$ cat config.mk
export PLATFORM = sky130hd
export DESIGN_NAME = sar_conv_ctrl
export DESIGN_NICKNAME = d
export VERILOG_FILES = /design/src/rtl/sar_pkg.sv /design/src/rtl/sar_sync.sv /design/src/rtl/sar_start.sv /design/src/rtl/sar_seq.sv /design/src/rtl/sar_conv_ctrl.sv
export SDC_FILE = /design/constraint.sdc
export NUM_CORES = 1
export LEC_CHECK = 0
export CAP_MARGIN = 5
export CORE_MARGIN = 3
export CORE_UTILIZATION = 67
export CTS_CLUSTER_DIAMETER = 50
export DETAILED_ROUTE_END_ITERATION = 8
export DONT_BUFFER_PORTS = 1
export PLACE_DENSITY = 0.93
export SYNTH_ARGS = -nofsm -noshare
export SYNTH_HDL_FRONTEND = slang
export SYNTH_SLANG_ARGS = --single-unit
$ cat constraint.sdc
create_clock -name clk -period 4.41 [get_ports clk]
set_input_delay 0.2205 -clock clk [delete_from_list [all_inputs] [get_ports clk]]
set_output_delay 0.2205 -clock clk [all_outputs]
set_load 0.02 [all_outputs]
$ cat src/rtl/sar_pkg.sv
package sar_pkg;
    typedef enum logic [2:0] {
        PH_IDLE,
        PH_HOLD,
        PH_SAMP,
        PH_BITS,
        PH_XFER,
        PH_IRQ
    } sar_phase_e;
endpackage

$ cat src/rtl/sar_sync.sv
module sar_sync #(
    parameter int WIDTH  = 3,
    parameter int STAGES = 2
) (
    input  logic             clk,
    input  logic             rst_n,
    input  logic [WIDTH-1:0] async_i,
    output logic [WIDTH-1:0] sync_o
);
    logic [WIDTH-1:0] chain_q [STAGES];
    logic [WIDTH-1:0] chain_d [STAGES];

    generate
        for (genvar s = 0; s < STAGES; s++) begin : g_stage
            if (s == 0) begin : g_first
                always_comb chain_d[s] = async_i;
            end else begin : g_next
                always_comb chain_d[s] = chain_q[s-1];
            end
            always_ff @(posedge clk or negedge rst_n) begin
                if (!rst_n) chain_q[s] <= '1;
                else        chain_q[s] <= chain_d[s];
            end
        end
    endgenerate

    assign sync_o = chain_q[STAGES-1];
endmodule

$ cat src/rtl/sar_start.sv
module sar_start (
    input  logic clk,
    input  logic rst_n,
    input  logic cs_s_n,
    input  logic wr_s_n,
    input  logic sleep_s,
    output logic start_o
);
    logic start_d, start_q;

    always_comb begin
        start_d = ~wr_s_n & (~cs_s_n | ~sleep_s);
    end

    always_ff @(posedge clk or negedge rst_n) begin
        if (!rst_n) start_q <= 1'b0;
        else        start_q <= start_d;
    end

    assign start_o = start_q;
endmodule

$ cat src/rtl/sar_seq.sv
module sar_seq
    import sar_pkg::*;
#(
    parameter int W        = 12,
    parameter int SAMP_CYC = 2,
    parameter int CNT_W    = 4
) (
    input  logic             clk,
    input  logic             rst_n,
    input  logic             start_i,
    input  logic             cmp_hi,
    output logic [W-1:0]     dac_code,
    output logic [W-1:0]     result,
    output logic             intr_n,
    output sar_phase_e       phase_o,
    output logic [CNT_W-1:0] bit_o
);
    typedef struct packed {
        sar_phase_e       phase;
        logic [CNT_W-1:0] cnt;
        logic [W-1:0]     code;
        logic [W-1:0]     res;
        logic             irq_n;
    } seq_state_t;

    localparam logic [W-1:0]     MSB_ONLY  = W'(1) << (W - 1);
    localparam logic [CNT_W-1:0] SAMP_LAST = CNT_W'(SAMP_CYC - 1);
    localparam logic [CNT_W-1:0] TOP_BIT   = CNT_W'(W - 1);

    seq_state_t st_d, st_q;

    always_comb begin
        st_d = st_q;
        if (start_i) begin
            st_d.phase = PH_HOLD;
            st_d.cnt   = '0;
            st_d.code  = '0;
            st_d.irq_n = 1'b1;
        end else begin
            unique case (st_q.phase)
                PH_HOLD: begin
                    st_d.phase = PH_SAMP;
                    st_d.cnt   = '0;
                end
                PH_SAMP: begin
                    if (st_q.cnt == SAMP_LAST) begin
                        st_d.phase = PH_BITS;
                        st_d.cnt   = TOP_BIT;
                        st_d.code  = MSB_ONLY;
                    end else begin
                        st_d.cnt = st_q.cnt + CNT_W'(1);
                    end
                end
                PH_BITS: begin
                    if (!cmp_hi) st_d.code[st_q.cnt] = 1'b0;
                    if (st_q.cnt == '0) begin
                        st_d.phase = PH_XFER;
                    end else begin
                        st_d.cnt                 = st_q.cnt - CNT_W'(1);
                        st_d.code[st_q.cnt - CNT_W'(1)] = 1'b1;
                    end
                end
                PH_XFER: begin
                    st_d.res   = st_q.code;
                    st_d.phase = PH_IRQ;
                end
                PH_IRQ: begin
                    st_d.irq_n = 1'b0;
                    st_d.phase = PH_IDLE;
                end
                default: st_d.phase = PH_IDLE;
            endcase
        end
    end

    always_ff @(posedge clk or negedge rst_n) begin
        if (!rst_n) begin
            st_q.phase <= PH_IDLE;
            st_q.cnt   <= '0;
            st_q.code  <= '0;
            st_q.res   <= '0;
            st_q.irq_n <= 1'b1;
        end else begin
            st_q <= st_d;
        end
    end

    assign dac_code = st_q.code;
    assign result   = st_q.res;
    assign intr_n   = st_q.irq_n;
    assign phase_o  = st_q.phase;
    assign bit_o    = st_q.cnt;
endmodule

$ cat src/rtl/sar_conv_ctrl.sv
module sar_conv_ctrl
    import sar_pkg::*;
#(
    parameter int W           = 12,
    parameter int SAMP_CYC    = 2,
    parameter int SYNC_STAGES = 2
) (
    input  logic         clk,
    input  logic         rst_n,
    input  logic         cs_n,
    input  logic         wr_n,
    input  logic         sleep,
    input  logic         cmp_hi,
    output logic [W-1:0] dac_code,
    output logic [W-1:0] result,
    output logic         intr_n
);
    localparam int CNT_W = $clog2((W > SAMP_CYC) ? W : SAMP_CYC);

    logic [2:0]       async_in, sync_out;
    logic             start_w;
    sar_phase_e       phase_w;
    logic [CNT_W-1:0] bit_w;

    assign async_in = {sleep, wr_n, cs_n};

    sar_sync #(.WIDTH(3), .STAGES(SYNC_STAGES)) u_sync (
        .clk     (clk),
        .rst_n   (rst_n),
        .async_i (async_in),
        .sync_o  (sync_out)
    );

    sar_start u_start (
        .clk     (clk),
        .rst_n   (rst_n),
        .cs_s_n  (sync_out[0]),
        .wr_s_n  (sync_out[1]),
        .sleep_s (sync_out[2]),
        .start_o (start_w)
    );

    sar_seq #(.W(W), .SAMP_CYC(SAMP_CYC), .CNT_W(CNT_W)) u_seq (
        .clk      (clk),
        .rst_n    (rst_n),
        .start_i  (start_w),
        .cmp_hi   (cmp_hi),
        .dac_code (dac_code),
        .result   (result),
        .intr_n   (intr_n),
        .phase_o  (phase_w),
        .bit_o    (bit_w)
    );
endmodule

==> flow_metrics.py <==
metrics = {
    "pwr": {
        "ir_drop_mv": 0.390,
        "switching_share_pct": 41.7,
        "power.total_mw": 1.05,
        "p_int_mw": 0.615,
        "p_comb_share_pct": 35.4,
        "netSwitchingPower_mw": 0.439,
        "clockPowerShare_pct": 17.9,
        "p_leak_nw": 0.856,
        "power_density_nw_per_um2": 518,
        "power_frac_seq_pct": 46.7,
    },
    "routing": {
        "ant_nets": 0,
        "drt_iter0_markers": 54,
        "drc": 0,
        "viasPerCell": 6.79,
        "wl_per_cell_um": 19.0,
        "wirelength_um": 4010,
        "via_count": 1433,
        "firstDrtPassIters": 5,
    },
    "synthesis": {
        "avgSynthCellArea_um2": 10.9,
        "syn_inst": 180,
        "syn_nets": 190,
        "synth-simple-area-share_pct": 13.7,
        "syn_area_um2": 1950,
        "synth_warnings": 0,
        "ys_seq_area_share_pct": 50.4,
        "post_synth_num_cell_types": 46,
        "synth-edff-count": 0,
        "ys_ff_latch": 39,
        "synth_fa_ha_area_share_pct": 2.56,
        "synth-compound-area-share_pct": 19.9,
        "synth-xor-area-share_pct": 0.448,
        "synth_top_family_by_area": "compound AO/OA/AOI/OAI gates",
        "synthArstFlopShare_pct": 100,
        "muxShareOfSynthArea_pct": 7.94,
        "synth_flop_cell": "dfrtp_1",
    },
    "final_layout": {
        "layout_commonest_cell": "dfrtp_1",
        "synthToLayoutAreaGrowth_pct": 4.23,
        "final_core_util_pct": 77.9,
        "drive_gt1_share_pct": 19.9,
        "antenna_cells": 0,
        "num-fill-cells": 159,
        "multi_input_area_um2": 870,
        "seqCellArea_um2": 985,
        "num-nets-final": 190,
        "layout_common_cells": "dfrtp_1 (32), o21ai_0 (17), nor2_1 (12), mux2_2 (12)",
    },
    "critical_path": {
        "cp_slowest_cell": "dfrtp_1",
        "crit_type": "reg -> reg",
        "worst-path-buf-inv": 1,
        "slowest_delay_ns": 0.48,
        "cp_top_family": "compound AO/OA/AOI/OAI gates",
        "crit_chain": "inv_1 -> ha_1 -> or3b_4 -> a21boi_2 -> o21ai_0 -> a22o_1",
        "arrival_ns": 2.51,
        "endpoint_kind": "register",
        "cp_data_required_time_ns": 4.68,
        "crit_path_max_fanout": 12,
        "start_kind": "register",
    },
    "placed_design": {
        "hpwl_um": 2800,
        "port_buffers": 0,
        "gp_congestion": 0.893,
    },
    "die": {
        "initial_core_util_pct": 74.8,
        "num_rows": 18,
        "die_x_um": 60.0,
        "die_h_um": 60.0,
        "dieArea_um2": 3600,
        "num_io_pins": 31,
        "core-area_um2": 2610,
    },
    "clocking": {
        "root_buffer": "clkbuf_4",
        "htree_levels": 2,
        "insertion_delay_ns": 0.36,
        "cts_tree": "done",
        "clk_pin_slew_ns": 0.13,
        "numCtsBuffers": 5,
        "ctsResizeCount": 0,
        "clkSinkCount": 39,
        "clk_path_buf_depth": 2,
        "postCtsSetupBuffers": 0,
        "postCtsHoldBufs": 5,
    },
    "sta": {
        "setup_viol": 0,
        "drv_slew": 0,
        "fmax_mhz": 447,
        "slew_headroom_pct": 36.1,
        "rsz0062_at_grt": "no",
        "fin_skew_ns": 0.0155,
        "setup_tns_ns": 0,
        "fin_crit_ns": 2.24,
        "tightestPinTransition_ns": 0.955,
        "hold_viol_final": 0,
        "post-route-period-util_pct": 50.8,
    },
    "job": {
        "cap_violations": 0,
    },
    "global_route": {
        "grt_pass1_vias": 1450,
        "grt_usage_pct": 25.4,
        "grt_start_max_net_pins": 40,
        "overflow": 0,
        "antenna_found_initial": 0,
        "grt_pass1_wl_um": 6540,
    },
    "outcome": {
        "run_status": "complete, no violations",
    },
    "hold_path": {
        "hold_path.class": "in -> reg",
    },
}
## sequential cells by signal, summed over array words and instances, names as in the netlist
register	count
u_seq.dac_code	12
u_sync.chain_d	3
u_start.start_o	1
u_seq.intr_n	1
u_seq.bit_o	4
u_seq.result	12
u_sync.sync_o	3
u_seq.phase_o	3
## Yosys cell counts, types with 2 or more instances
library cell,instances,share of area [%]
dfrtp_1,32,41
o21ai_0,17,4.4
mux2_2,12,6.9
nor2_1,12,2.3
nand2_1,10,1.9
o2bb2ai_1,10,4.5
dfstp_2,7,9.4
o21ai_1,7,1.8
buf_2,6,1.5
inv_1,6,1.2
nand2b_1,6,1.9
a31oi_1,4,1.3
ha_1,4,2.6
nor3_1,4,1.0
a21oi_1,3,0.77
nand3b_1,3,1.2
o211ai_1,3,1.2
buf_4,2,0.77
buf_6,2,1.2
mux2i_1,2,1.0
nor2b_1,2,0.64
nor3b_1,2,0.77
## power by group through the flow
stage	clock network (mW)	logic, mW	registers, mW
5_1_grt	0.205	0.418	0.501
6_report	0.189	0.373	0.492
4_1_cts	0.193	0.367	0.489
3_3_place_gp	0	0.340	0.490
3_5_place_dp	0	0.352	0.496
2_1_floorplan	0	0.352	0.447
## layer usage
layer	routed length (um)	part of all wire, %	vias up	global-route usage [%]
li1	-	-	649	-
met1	1570	39	711	27.6
met2	2060	51	58	43.5
met3	266	6.6	15	7.78
met4	119	3.0	0	13.9
met5	0	0	-	0
## metrics by stage
stage / hold WS, ns / instances / worst slack (ns) / cell area (um^2)
after floorplan: -0.0751 / 180 / 2.67 / 1950
after global placement: -0.0742 / 198 / 2.39 / 1910
after detailed placement: -0.0743 / 198 / 2.26 / 1910
after CTS: 0.226 / 211 / 2.22 / 2040
after global routing: 0.233 / 211 / 1.99 / 2040
final: 0.227 / 211 / 2.17 / 2040
## kinds of logic (layout without fill, tap and decap cells)
logic type               Yosys count  in the layout
AO/OA/AOI/OAI                     57             57
AND/OR/NAND/NOR                   47             47
adder cells (fa/ha/maj)            4              4
multiplexers                      14             14
buffers and inverters             18             19
flip-flops                        39             39
XOR/XNOR                           1              1
## worst register-to-register path, cell delays in order (launching register included)
cell      delay (ns)
dfrtp_1         0.48
inv_1           0.14
ha_1            0.27
or3b_4          0.42
a21boi_2        0.47
o21ai_0         0.16
a22o_1          0.21
## cell type report
type | count | share of cell area [%]
Multi-Input combinational cell | 123 | 42.7
Clock inverter | 3 | 1.17
Timing Repair Buffer | 5 | 2.95
Tap cell | 30 | 1.84
Inverter | 6 | 1.11
Sequential cell | 39 | 48.4
Clock buffer | 5 | 1.84
## worst paths after layout
path | startpoint | end | slack, ns | cells past startpoint
worst max-delay path | u_seq.bit_o[1] | u_seq.dac_code[7] | 2.17 | 6
worst min-delay path | cmp_hi | u_seq.dac_code[11] | 0.23 | 3
worst max register to register | u_seq.bit_o[1] | u_seq.dac_code[7] | 2.17 | 6
worst min register to register | u_sync.chain_d[2] | u_sync.sync_o[2] | 0.37 | 0
max in group asynchronous | rst_n | u_seq.intr_n | 3.86 | 2
min in group asynchronous | rst_n | u_seq.dac_code[7] | 0.29 | 2
(Power assumes the default switching activity.)
